## src/rtl/fwq_pkg.sv

```systemverilog
package fwq_pkg;

    // control vector layout: bit 0 chip enable, bit 1 write enable, bit 2 output enable
    localparam int CE_IX = 0;
    localparam int WE_IX = 1;
    localparam int OE_IX = 2;
    localparam int NCTL  = 3;

    typedef logic [NCTL-1:0] ctl_t;

    // nanosecond width to sampling clocks, rounded up, never below one
    function automatic int min_pulse_cycles(input int ns, input int mhz);
        int c;
        c = (ns * mhz + 999) / 1000;
        return (c < 1) ? 1 : c;
    endfunction

endpackage

```

## src/rtl/fwq_pipe.sv

```systemverilog
module fwq_pipe #(
    parameter int             W       = 1,
    parameter int             STAGES  = 2,
    parameter logic [W-1:0]   RST_VAL = '0
) (
    input  logic         clk,
    input  logic         rst,
    input  logic [W-1:0] d,
    output logic [W-1:0] q
);
    logic [W-1:0] stg_q [STAGES];
    logic [W-1:0] stg_d [STAGES];

    always_comb begin
        stg_d[0] = d;
        for (int i = 1; i < STAGES; i++) begin
            stg_d[i] = stg_q[i-1];
        end
    end

    always_ff @(posedge clk) begin
        for (int i = 0; i < STAGES; i++) begin
            if (rst) stg_q[i] <= RST_VAL;
            else     stg_q[i] <= stg_d[i];
        end
    end

    assign q = stg_q[STAGES-1];
endmodule

```

## src/rtl/fwq_deglitch.sv

```systemverilog
module fwq_deglitch #(
    parameter int   MIN_PULSE = 5,
    parameter logic RST_LVL   = 1'b1
) (
    input  logic clk,
    input  logic rst,
    input  logic raw,
    output logic lvl
);
    localparam int CW = $clog2(MIN_PULSE + 1);

    typedef struct packed {
        logic          level;
        logic [CW-1:0] cnt;
    } flt_t;

    flt_t s_q, s_d;

    always_comb begin
        s_d = s_q;
        if (raw != s_q.level) begin
            if (s_q.cnt == CW'(MIN_PULSE - 1)) begin
                s_d.level = raw;
                s_d.cnt   = '0;
            end else begin
                s_d.cnt = s_q.cnt + CW'(1);
            end
        end else begin
            s_d.cnt = '0;
        end
    end

    always_ff @(posedge clk) begin
        if (rst) begin
            s_q.level <= RST_LVL;
            s_q.cnt   <= '0;
        end else begin
            s_q <= s_d;
        end
    end

    assign lvl = s_q.level;

    // independent run-length observer of input disagreeing with output
    logic [CW-1:0] run_q;
    always_ff @(posedge clk) begin
        if (rst)                 run_q <= '0;
        else if (raw == lvl)     run_q <= '0;
        else if (run_q != CW'(MIN_PULSE)) run_q <= run_q + CW'(1);
    end

    assert_min_width_R6: assert property (@(posedge clk) disable iff (rst)
        (lvl != $past(lvl)) |-> ($past(run_q) >= CW'(MIN_PULSE - 1)))
        else $error("output level flipped before minimum width");
endmodule

```

## src/rtl/fwq_write_qual.sv

```systemverilog
module fwq_write_qual
    import fwq_pkg::*;
#(
    parameter int ADDR_W      = 20,
    parameter int DATA_W      = 16,
    parameter int SYNC_STAGES = 2,
    parameter int GLITCH_NS   = 5,
    parameter int SAMPLE_MHZ  = 1000
) (
    input  logic              clk,
    input  logic              rst,
    input  logic              ce_n,
    input  logic              we_n,
    input  logic              oe_n,
    input  logic [ADDR_W-1:0] bus_addr,
    input  logic [DATA_W-1:0] bus_data,
    output logic              wr_stb,
    output logic [ADDR_W-1:0] wr_addr,
    output logic [DATA_W-1:0] wr_data
);
    localparam int MIN_PULSE = min_pulse_cycles(GLITCH_NS, SAMPLE_MHZ);
    localparam int BUS_DEPTH = SYNC_STAGES + MIN_PULSE;
    localparam int SETTLE    = SYNC_STAGES + MIN_PULSE + 1;
    localparam int SW        = $clog2(SETTLE + 1);

    // ---------------- pin conditioning ----------------
    ctl_t ctl_raw, ctl_sync, ctl_flt;
    logic [ADDR_W-1:0] addr_dly;
    logic [DATA_W-1:0] data_dly;

    always_comb begin
        ctl_raw        = '1;
        ctl_raw[CE_IX] = ce_n;
        ctl_raw[WE_IX] = we_n;
        ctl_raw[OE_IX] = oe_n;
    end

    fwq_pipe #(.W(NCTL), .STAGES(SYNC_STAGES), .RST_VAL({NCTL{1'b1}})) u_ctl_sync (
        .clk(clk), .rst(rst), .d(ctl_raw), .q(ctl_sync));

    fwq_pipe #(.W(ADDR_W), .STAGES(BUS_DEPTH), .RST_VAL('0)) u_addr_dly (
        .clk(clk), .rst(rst), .d(bus_addr), .q(addr_dly));

    fwq_pipe #(.W(DATA_W), .STAGES(BUS_DEPTH), .RST_VAL('0)) u_data_dly (
        .clk(clk), .rst(rst), .d(bus_data), .q(data_dly));

    for (genvar g = 0; g < NCTL; g++) begin : g_flt
        fwq_deglitch #(.MIN_PULSE(MIN_PULSE), .RST_LVL(1'b1)) u_flt (
            .clk(clk), .rst(rst), .raw(ctl_sync[g]), .lvl(ctl_flt[g]));
    end

    // ---------------- window qualifier ----------------
    typedef struct packed {
        logic              win;
        logic              pu;
        logic [SW-1:0]     settle;
        logic [ADDR_W-1:0] addr_lat;
        logic              stb;
        logic [ADDR_W-1:0] out_addr;
        logic [DATA_W-1:0] out_data;
    } qual_t;

    qual_t q_q, q_d;
    logic  wr_ok;

    assign wr_ok = !ctl_flt[CE_IX] && !ctl_flt[WE_IX] && ctl_flt[OE_IX];

    always_comb begin
        q_d     = q_q;
        q_d.stb = 1'b0;
        if (q_q.settle != SW'(SETTLE)) q_d.settle = q_q.settle + SW'(1);
        if (q_q.pu && (q_q.settle == SW'(SETTLE)) && !wr_ok) q_d.pu = 1'b0;
        if (!q_q.win) begin
            if (wr_ok && !q_q.pu) begin
                q_d.win      = 1'b1;
                q_d.addr_lat = addr_dly;
            end
        end else if (!wr_ok) begin
            q_d.win = 1'b0;
            if (ctl_flt[OE_IX]) begin
                q_d.stb      = 1'b1;
                q_d.out_addr = q_q.addr_lat;
                q_d.out_data = data_dly;
            end
        end
    end

    always_ff @(posedge clk) begin
        if (rst) begin
            q_q    <= '0;
            q_q.pu <= 1'b1;
        end else begin
            q_q <= q_d;
        end
    end

    assign wr_stb  = q_q.stb;
    assign wr_addr = q_q.out_addr;
    assign wr_data = q_q.out_data;

    // ---------------- assertions ----------------
    assert_single_pulse_R8: assert property (@(posedge clk) disable iff (rst)
        wr_stb |=> !wr_stb)
        else $error("strobe longer than one clock");

    assert_outputs_hold_R8: assert property (@(posedge clk) disable iff (rst)
        !wr_stb |-> ($stable(wr_addr) && $stable(wr_data)))
        else $error("outputs moved without strobe");

    assert_oe_qualifies_R5: assert property (@(posedge clk) disable iff (rst)
        wr_stb |-> $past(ctl_flt[OE_IX]))
        else $error("strobe issued with output enable low");

    assert_powerup_blocks_R7: assert property (@(posedge clk) disable iff (rst)
        q_q.pu |-> !q_q.win)
        else $error("window open during power-up inhibit");

    assert_stb_after_close_R2: assert property (@(posedge clk) disable iff (rst)
        wr_stb |-> ($past(q_q.win) && !q_q.win))
        else $error("strobe without a closing window");
endmodule

```

## config.mk

```make
export PLATFORM = sky130hd
export DESIGN_NAME = fwq_write_qual
export DESIGN_NICKNAME = d
export VERILOG_FILES = /design/src/rtl/fwq_pkg.sv /design/src/rtl/fwq_pipe.sv /design/src/rtl/fwq_deglitch.sv /design/src/rtl/fwq_write_qual.sv
export SDC_FILE = /design/constraint.sdc
export NUM_CORES = 1
export LEC_CHECK = 0
export BUFFER_PORTS_ARGS = -buffer_cell sky130_fd_sc_hd__buf_2
export CAP_MARGIN = 40
export CORE_ASPECT_RATIO = 0.7
export CORE_UTILIZATION = 58
export DETAILED_ROUTE_END_ITERATION = 10
export PLACE_DENSITY = 0.77
export SETUP_SLACK_MARGIN = 0.5
export SLEW_MARGIN = 20
export SYNTH_ARGS = -nofsm -noshare
export SYNTH_HDL_FRONTEND = slang
export SYNTH_SLANG_ARGS = --single-unit
```

## constraint.sdc

```tcl
create_clock -name clk -period 1.6 [get_ports clk]
set_clock_uncertainty 0.1 [all_clocks]
set_input_delay 0.08 -clock clk [delete_from_list [all_inputs] [get_ports clk]]
set_output_delay 0.08 -clock clk [all_outputs]
set_load 0.1 [all_outputs]
```

==> out/results.ini, run 1 <==
[status]
outcome=finished, violations left
violations=hold timing

[power_and_ir_drop]
power_density_nw_per_um2=1150
finalPower_mw=15.4
ir_drop_v=0.000730
p_leak_nw=5.24

[global_routing]
grt_pass1_vias=5384
antenna_found_initial=0
grt_max_degree=61
grt_overflow=0
grt_pass1_wl_microns=25600
track_usage_pct=17.3

[routing]
drt_iter0_drc=279
antenna_left=0
drc=0
vias=5728
drt_wl_total_microns=17100
via_per_inst=4.41
avgRoutedWirePerCell_microns=13.1
firstDrtPassIters=5

[cts]
root_buffer=clkbuf_16
clk_latency_ps=540
clk_pin_slew_ps=70
htreeDepth=1
clock_path_buffers=3
cts.sinks=333
cts_buffers=28
cts_tree=yes

[cells_and_area]
multiInputGateArea_sq_um=3230
nNetsFinal=1097
layout.cells.non_filler=1298
n_antenna_cell=0
fillCellCount=1009
drive_gt1_share_pct=26.4
layout.area.seq_sq_um=6740
final_area_sq_um=13400
fin_util_pct=78.4
area_growth_pct=32.3

[critical_path]
cp.required_ps=1970
start_kind=register
arrival_ps=1930
end_kind=register
path_class=register to register
worstPathMaxFanout=10

[die]
dieArea_sq_um=18000
die_y_microns=113
core-area_sq_um=17100
io_pins=78
initial_core_util_pct=59.2
rows=40
die_w_microns=160

[timing]
finalSetupViolations=0
holdWs_ps=-224
min_period_over_period_pct=97.6
drv_slew=0
finalHoldViolCount=68
rsz0062_at_grt=yes
max_freq_mhz=640
worstMarginPinSlew_ps=582
fin_setup_tns_ps=0
min_period_ps=1560
relSlewSlack_pct=61.1
setup_ws_ps=38.6

[logic_synthesis]
synth_compound_area_share_pct=2.34
synth_nets=958
synth_xor_area_share_pct=0.518
syn_avg_cell_area_sq_um=11.2
synth_mux_area_share_pct=2.37
async_flop_share_pct=0
yosys-top-cells-area=dfxtp_1 (66%), nor2b_1 (16%), nand2_1 (2.8%), buf_4 (2.7%), nand2b_1 (2.7%)
synth.most_common_cell=dfxtp_1
synth_area_sq_um=10100
netlist_instances=909
yosysWarnings=0
synth-seq-cells=333
synthDominantCellAreaShare_pct=65.7
synth_top_family_by_area=simple AND/OR/NAND/NOR gates
ys.flop_type=dfxtp_1
yosys.area.top_type=dfxtp_1
synth_edf_count=0
synth-simple-area-share_pct=23.1
synth_cell_types=31
yosys-top-cells-count=dfxtp_1 (333), nor2b_1 (253), nand2_1 (76), nand2b_1 (43), clkbuf_1 (38)
synthAdderAreaFrac_pct=0.987
yosysSeqAreaShare_pct=65.7

[placement]
place_area_sq_um=10700
pre_cts_ws_ps=76.0
io_buffers=77
dp.cells=1150
dp_hpwl_microns=7930
place_congestion=0.727

[flow_run]
cap_viol_max_count=0

[min_path]
hold_class=input pin to register

[cell type report]
class | count | share of cell area [%]
Clock buffer | 44 | 5.89
Inverter | 8 | 0.224
Timing Repair Buffer | 193 | 16.8
Sequential cell | 333 | 50.3
Multi-Input combinational cell | 484 | 24.1
Clock inverter | 5 | 0.559
Tap cell | 231 | 2.15
[worst max-delay path: stages, from the launching register on]
cell and delay, ps:
dfxtp_4 340, or3b_4 410, nor3_4 130, buf_6 150, clkbuf_16 170, mux2i_1 180
[power by group]
group | internal [mW] | switching [mW] | leakage, nW
clock network | 3.56 | 2.80 | 0.419
registers | 8.44 | 0.0392 | 2.73
logic | 0.307 | 0.226 | 2.09
total | 12.3 | 3.06 | 5.24
[state kept, by name, summed over array words and instances (netlist names)]
signal            count
q_q                  26
wr_stb                1
wr_data              16
g_flt.u_flt.lvl       3
u_ctl_sync.stg_q      6
u_data_dly.stg_q    112
u_addr_dly.stg_q    140
wr_addr              20
g_flt.u_flt.s_q       9
[path summary, 6_finish.rpt]
check                           cells past startpoint                   start  slack (ps)                endpoint
worst max register to register                      5      g_flt[1].u_flt.lvl          40                 q_q[46]
worst max-delay path                                5      g_flt[1].u_flt.lvl          40                 q_q[46]
worst min register to register                      1  u_ctl_sync.stg_q[0][2]         310  u_ctl_sync.stg_q[1][2]
worst min-delay path                                2                     rst        -220  u_addr_dly.stg_q[6][5]
[layer usage]
layer  vias up  routed length, microns  track usage, %
li1       3040                       -               -
met1      2498                    8060            23.2
met2       153                    8020            28.5
met3        37                     587            3.10
met4         0                     384            5.27
met5         -                       0               0
[cell families (layout without fill, tap and decap cells)]
family | count (synthesis) | count (layout)
flip-flops | 333 | 333
adder cells (fa/ha/maj) | 8 | 8
buffers and inverters | 92 | 250
XOR/XNOR | 6 | 6
AO/OA/AOI/OAI | 42 | 42
multiplexers | 24 | 24
AND/OR/NAND/NOR | 404 | 404
[timing repair]
action / in CTS / in global routing
buffers inserted: 20 / 10
setup endpoints to repair: 101 / 116
resized for setup: 211 / 46
hold buffers: 46 / 16
pin swaps: 13 / 35
gates cloned: 4 / 3
hold endpoints to repair: 92 / 69
[cells in the final DEF (no fill, tap or decap), types with 7 or more instances in the layout]
master / Yosys / routed
dfxtp_1: 333 / 283
nor2b_1: 253 / 253
nand2_1: 76 / 69
dlygate4sd3_1: 0 / 62
buf_12: 0 / 48
dfxtp_2: 0 / 44
nand2b_1: 43 / 43
buf_2: 7 / 39
clkbuf_16: 0 / 31
buf_4: 36 / 26
mux2i_1: 24 / 24
a21oi_2: 0 / 19
a21oi_1: 36 / 17
clkbuf_1: 38 / 13
buf_6: 2 / 12
nor2_1: 11 / 9
inv_2: 0 / 8
nand2_2: 0 / 7
Note: power is estimated with default switching activity, not from simulation.
==> run 2: changes to the inputs <==
--- a/config.mk
+++ b/config.mk
@@ -8,9 +8,9 @@
 export BUFFER_PORTS_ARGS = -buffer_cell sky130_fd_sc_hd__buf_2
 export CAP_MARGIN = 40
 export CORE_ASPECT_RATIO = 0.7
-export CORE_UTILIZATION = 58
+export CORE_UTILIZATION = 53
 export DETAILED_ROUTE_END_ITERATION = 10
-export PLACE_DENSITY = 0.77
+export PLACE_DENSITY = 0.75
 export SETUP_SLACK_MARGIN = 0.5
 export SLEW_MARGIN = 20
 export SYNTH_ARGS = -nofsm -noshare
==> constraint.sdc (replaced) <==
create_clock -name clk -period 1.3 [get_ports clk]
set_clock_uncertainty 0.1 [all_clocks]
set_input_delay 0.065 -clock clk [delete_from_list [all_inputs] [get_ports clk]]
set_output_delay 0.065 -clock clk [all_outputs]
set_load 0.1 [all_outputs]
==> run 2 against run 1 <==
The flow finishes with violations (hold timing, setup timing). Register-to-register slack worse by 270 ps. Clock power increased by 36%. Sequential share of layout area shrank 1.5 points. Critical path type unchanged. Critical endpoint is now q_q[43]. Largest cell class unchanged.
==> out/results.ini, run 2 (synthesis gave the netlist of run 1 again) <==
[power_and_ir_drop]
p_switching_mw=3.86  ; +26%
p_leak_nw=5.69  ; +8.7%
sequentialPowerShare_pct=52.9  ; -2.3 points
combPwrFrac_pct=3.1  ; -0.4 points
intPower_mw=15.8  ; +28%
power_density_nw_per_um2=1410  ; +23%
ir_drop_v=0.00103  ; +42%
p_sw_share_pct=19.6  ; -0.32 points
p_clk_share_pct=44.0  ; +2.6 points

[cells_and_area]
final_area_sq_um=13900  ; +3.7%
fillCellCount=1126  ; +12%
fin_util_pct=75.8  ; -2.6 points
area_growth_pct=37.3
top_register=u_addr_dly.stg_q
largest_reg_flops=140  ; unchanged
layout_common_cells=dfxtp_1 (284), nor2b_1 (253), buf_12 (46), buf_4 (44), nand2b_1 (43)
drive_gt1_share_pct=35.6  ; +9.2 points
nNetsFinal=1101  ; +0.36%
n_antenna_cell=0  ; unchanged
layout_commonest_cell=dfxtp_1
top_regs=u_addr_dly.stg_q: 140 flops, u_data_dly.stg_q: 112 flops, q_q: 26 flops

[timing]
rsz0062_at_grt=yes
holdWs_ps=-281  ; -57.7 ps
relSlewSlack_pct=73.6  ; +13 points
finalHoldViolCount=126  ; +85%
setup_ws_ps=-232  ; -270 ps
min_period_over_period_pct=118  ; +20 points
worstMarginPinSlew_ps=396  ; -186 ps
finalSetupViolations=61  ; +61
min_period_ps=1530  ; -29.7 ps
max_freq_mhz=653  ; +1.9%
drv_slew=0  ; unchanged

[die]
io_pins=78  ; unchanged
initial_core_util_pct=55.2  ; -4.0 points
dieArea_sq_um=19700  ; +9.3%
die_y_microns=118  ; +4.5%
core-area_sq_um=18400  ; +7.3%
die_w_microns=167  ; +4.6%
rows=41  ; +2.5%

[critical_path]
path_class=register to register
r2r_setup_slack_ps=-230  ; -270 ps
end_kind=register
cp.required_ps=1650  ; -320 ps
r2r-start=g_flt[2].u_flt.lvl
critPathSlowestCell=or3b_4
crit_start=g_flt[2].u_flt.lvl
r2r_cells=4  ; -1
crit_chain=or3b_4 -> nor3_4 -> buf_12 -> mux2i_1
critPathCapture=q_q[43]
critPathBufInv=1  ; -1
crit_family=simple AND/OR/NAND/NOR gates
worstPathMaxFanout=20  ; +10
arrival_ps=1880  ; -50 ps
slowest_delay_ps=390  ; -20 ps
r2r-end=q_q[43]
start_kind=register
critical_path_depth=4  ; -1

[cts]
clk_pin_slew_ps=70  ; about the same
cts_tree=yes
clock_path_buffers=3  ; unchanged
cts_buffers=28  ; unchanged
clk_latency_ps=530  ; about the same
postCtsHoldBufs=39  ; -15%
cts.sinks=333  ; unchanged
htreeDepth=1  ; unchanged
root_buffer=clkbuf_16

[flow_run]
cap_viol_max_count=0  ; unchanged

[routing]
via_per_inst=4.46  ; +1.1%
avgRoutedWirePerCell_microns=14.4  ; +9.3%
vias=5833  ; +1.8%
drt_wl_total_microns=18800  ; +10%
drc=0  ; unchanged
drt_iter0_drc=244  ; -13%
antenna_left=0  ; unchanged
firstDrtPassIters=4  ; -1

[global_routing]
grt_max_degree=102  ; +67%
grt_pass1_vias=5467  ; +1.5%
track_usage_pct=16.5  ; -0.75 points
grt_pass1_wl_microns=26800  ; +4.6%
antenna_found_initial=0  ; unchanged
grt_overflow=0  ; unchanged

[placement]
io_buffers=77  ; unchanged
place_congestion=0.750  ; +3.1%
place_area_sq_um=10700  ; about the same
dp_hpwl_microns=7860  ; -0.82%

[status]
violations=hold timing, setup timing
outcome=finished, violations left

[min_path]
hold_class=input pin to register

[run 2: changes by cell type in the layout (fill, tap and decap cells not counted), sizes merged]
cell and change:
clkbuf -4, clkinv -2, bufbuf -1, buf +31, dlygate4sd3 -23, bufinv +3
clkinvlp +1
[run 2: repair_timing]
action | in CTS | in global routing
setup endpoints to repair | 112 | 112
setup buffers | 22 | 30
resized for setup | 263 | 124
pin swaps | 37 | 53
endpoints found under the hold margin | 212 | 88
cloned | 8 | 0
[run 2: worst min path at each step]
stage               start                     end  cells after the start
floorplan            oe_n  u_ctl_sync.stg_q[0][2]                      1
global placement     we_n  u_ctl_sync.stg_q[0][1]                      2
detailed placement   ce_n  u_ctl_sync.stg_q[0][0]                      2
CTS                   rst  u_data_dly.stg_q[2][9]                      2
global route          rst              wr_data[0]                      2
finish                rst              wr_data[2]                      2
[run 2: power by group through the flow]
| stage | sequential, mW | combinational (mW) | clock, mW |
|---|---|---|---|
| 2_1_floorplan | 10.7 | 0.376 | 0 |
| 5_1_grt | 10.4 | 0.678 | 9.29 |
| 3_3_place_gp | 10.7 | 0.445 | 0 |
| 6_report | 10.4 | 0.615 | 8.65 |
| 4_1_cts | 10.4 | 0.577 | 8.72 |
| 3_5_place_dp | 10.7 | 0.452 | 0 |
[run 2: final cells by class]
class / count / area, sq um / area share, %
clock buffer: 43 / 817 / 5.87
clock inverter: 7 / 149 / 1.07
inverter: 8 / 32.5 / 0.234
multi-input combinational: 484 / 3590 / 25.8
sequential: 333 / 6780 / 48.7
tap: 236 / 295 / 2.12
timing repair buffer: 197 / 2260 / 16.2
[run 2: metrics by stage]
stage | total power [mW] | instances | hold slack (ps) | worst slack, ps | setup TNS, ps
floorplan | 11.0 | 909 | 78.7 | -110 | -2210
global placement | 11.1 | 1159 | 167 | -128 | -2520
CTS | 19.7 | 1278 | -289 | -201 | -6660
finish | 19.7 | 1308 | -281 | -232 | -10630
global route | 20.4 | 1308 | -287 | -273 | -12850
detailed placement | 11.1 | 1159 | 169 | -164 | -2780
[run 2: routing by layer]
metal	GRT usage (%)	part of all wire [%]	vias up
met5	0	0	-
met4	5.56	3.2	0
met3	2.79	3.8	45
met2	27.4	49	134
met1	21.9	44	2604
li1	-	-	3050
==> run 3: changes to the inputs <==
--- a/config.mk
+++ b/config.mk
@@ -8,9 +8,9 @@
 export BUFFER_PORTS_ARGS = -buffer_cell sky130_fd_sc_hd__buf_2
 export CAP_MARGIN = 40
 export CORE_ASPECT_RATIO = 0.7
-export CORE_UTILIZATION = 53
+export CORE_UTILIZATION = 48
 export DETAILED_ROUTE_END_ITERATION = 10
-export PLACE_DENSITY = 0.75
+export PLACE_DENSITY = 0.69
 export SETUP_SLACK_MARGIN = 0.5
 export SLEW_MARGIN = 20
 export SYNTH_ARGS = -nofsm -noshare
==> run 3 against run 2 <==
The flow still finishes with violations (hold timing, setup timing). Via count shrank 2.3%. Worst setup slack worse by 15 ps. Sequential cell count unchanged. Register-to-register slack worse by 20 ps. Routed wire length decreased by 5.5%. Global-route usage decreased by 1.9 points. Critical endpoint is now q_q[42]. Largest cell class unchanged.
==> out/results.ini, run 3 (synthesis gave the netlist of run 1 again) <==
[status]
outcome=finished, violations left
violations=hold timing, setup timing

[power_and_ir_drop]
power_density_nw_per_um2=1410  ; -0.32%
ir_drop_v=0.000935  ; -9.5%
p_leak_nw=5.90  ; +3.7%

[routing]
avgRoutedWirePerCell_microns=13.2  ; -8.1%
drt_wl_total_microns=17700  ; -5.5%
drc=0  ; unchanged
antenna_left=0  ; unchanged
via_per_inst=4.24  ; -5.0%
drt_iter0_drc=245  ; +0.41%
firstDrtPassIters=4  ; unchanged
vias=5700  ; -2.3%

[cells_and_area]
area_growth_pct=39.8
layout_common_cells=dfxtp_1 (283), nor2b_1 (253), buf_12 (49), nand2_4 (44), nand2b_1 (43)
largest_reg_flops=140  ; unchanged
n_antenna_cell=0  ; unchanged
drive_gt1_share_pct=36.1  ; +0.47 points
top_register=u_addr_dly.stg_q
nNetsFinal=1095  ; -0.54%
layout_commonest_cell=dfxtp_1
top_regs=u_addr_dly.stg_q: 140 flops, u_data_dly.stg_q: 112 flops, q_q: 26 flops
fillCellCount=1497  ; +33%

[cts]
postCtsHoldBufs=39  ; unchanged
clk_pin_slew_ps=70  ; about the same
cts_buffers=29  ; +3.6%
htreeDepth=1  ; unchanged
root_buffer=clkbuf_16
clk_latency_ps=540  ; about the same
cts.sinks=333  ; unchanged
clock_path_buffers=3  ; unchanged
cts_tree=yes

[timing]
holdWs_ps=-211  ; +71.0 ps
min_period_over_period_pct=119  ; +1.2 points
finalHoldViolCount=38  ; -70%
rsz0062_at_grt=yes
max_freq_mhz=646  ; -0.98%
worstMarginPinSlew_ps=398  ; +1.87 ps
fin_setup_tns_ps=-10570  ; +61.2 ps
relSlewSlack_pct=73.5  ; -0.12 points
finalSetupViolations=59  ; -3.3%
drv_slew=0  ; unchanged
min_period_ps=1550  ; +15.2 ps
setup_ws_ps=-247  ; -15.2 ps

[min_path]
hold_class=input pin to register

[critical_path]
arrival_ps=1910  ; +30 ps
critPathBufInv=1  ; unchanged
end_kind=register
slowest_delay_ps=420  ; +30 ps
start_kind=register
path_class=register to register
crit_chain=or3b_4 -> nor3_4 -> buf_12 -> mux2i_1
cp.required_ps=1660  ; about the same
worstPathMaxFanout=20  ; unchanged
critPathSlowestCell=or3b_4
crit_family=simple AND/OR/NAND/NOR gates

[die]
rows=44  ; +7.3%
die_w_microns=176  ; +5.0%
initial_core_util_pct=49.0  ; -6.2 points
die_y_microns=124  ; +5.0%
core-area_sq_um=20700  ; +13%
io_pins=78  ; unchanged
dieArea_sq_um=21700  ; +10%

[placement]
dp_hpwl_microns=8170  ; +3.9%
pre_cts_ws_ps=-165  ; -1.23 ps
place_congestion=0.726  ; -3.2%
io_buffers=77  ; unchanged

[global_routing]
grt_pass1_vias=5271  ; -3.6%
antenna_found_initial=0  ; unchanged
grt_pass1_wl_microns=25900  ; -3.3%
grt_max_degree=89  ; -13%
track_usage_pct=14.6  ; -1.9 points
grt_overflow=0  ; unchanged

[flow_run]
cap_viol_max_count=0  ; unchanged

[run 3: changes by cell type in the layout (fill, tap and decap cells not counted), sizes merged]
| cell | delta |
|---|---|
| buf | -13 |
| clkinv | +6 |
| clkbuf | +3 |
| inv | +1 |
[run 3: stage by stage]
stage	util (%)	instance area, sq um	power (mW)	hold slack (ps)	std cells
after floorplan	-	10400	11.0	78.7	909
after global placement	52.1	10800	11.1	168	1199
after detailed placement	52.1	10800	11.2	169	1199
after CTS	64.0	13200	20.1	-227	1316
after global routing	68.5	14200	20.7	-201	1345
final	68.5	14200	20.0	-211	1345
[run 3: final cells by class]
class,count,area (sq um),share of cell area [%]
clock buffer,40,827,5.83
tap,276,345,2.44
timing repair buffer,190,2320,16.4
clock inverter,14,195,1.38
sequential,333,6780,47.8
inverter,8,30.0,0.212
multi-input combinational,484,3680,26.0
[run 3: final timing paths]
| check | from | end | slack (ps) | depth (start not counted) |
|---|---|---|---|---|
| setup / recovery | g_flt[1].u_flt.lvl | q_q[42] | -250 | 4 |
| hold / removal | rst | u_addr_dly.stg_q[4][7] | -210 | 2 |
| setup reg to reg | g_flt[1].u_flt.lvl | q_q[42] | -250 | 4 |
| hold reg to reg | u_data_dly.stg_q[2][11] | u_data_dly.stg_q[2][27] | 320 | 1 |
[run 3: report_power, final]
group	switching, mW	internal [mW]	leakage, nW	total (mW)
logic	0.278	0.364	2.66	0.643
clock network	3.64	5.28	0.505	8.92
registers	0.0510	10.4	2.73	10.4
[run 3: layer usage]
layer  up-vias  share of wire, %  track usage [%]
li1       3060                 -                -
met1      2514                48             20.3
met2       100                47             22.9
met3        26               2.9             3.17
met4         0               1.8             4.40
met5         -                 0                0
[run 3: repair_timing]
item,in CTS,in global routing
resized for setup,222,169
pin swaps,10,61
setup buffers,19,23
cloned,5,6
setup endpoints to repair,112,112
hold endpoints to repair,146,58
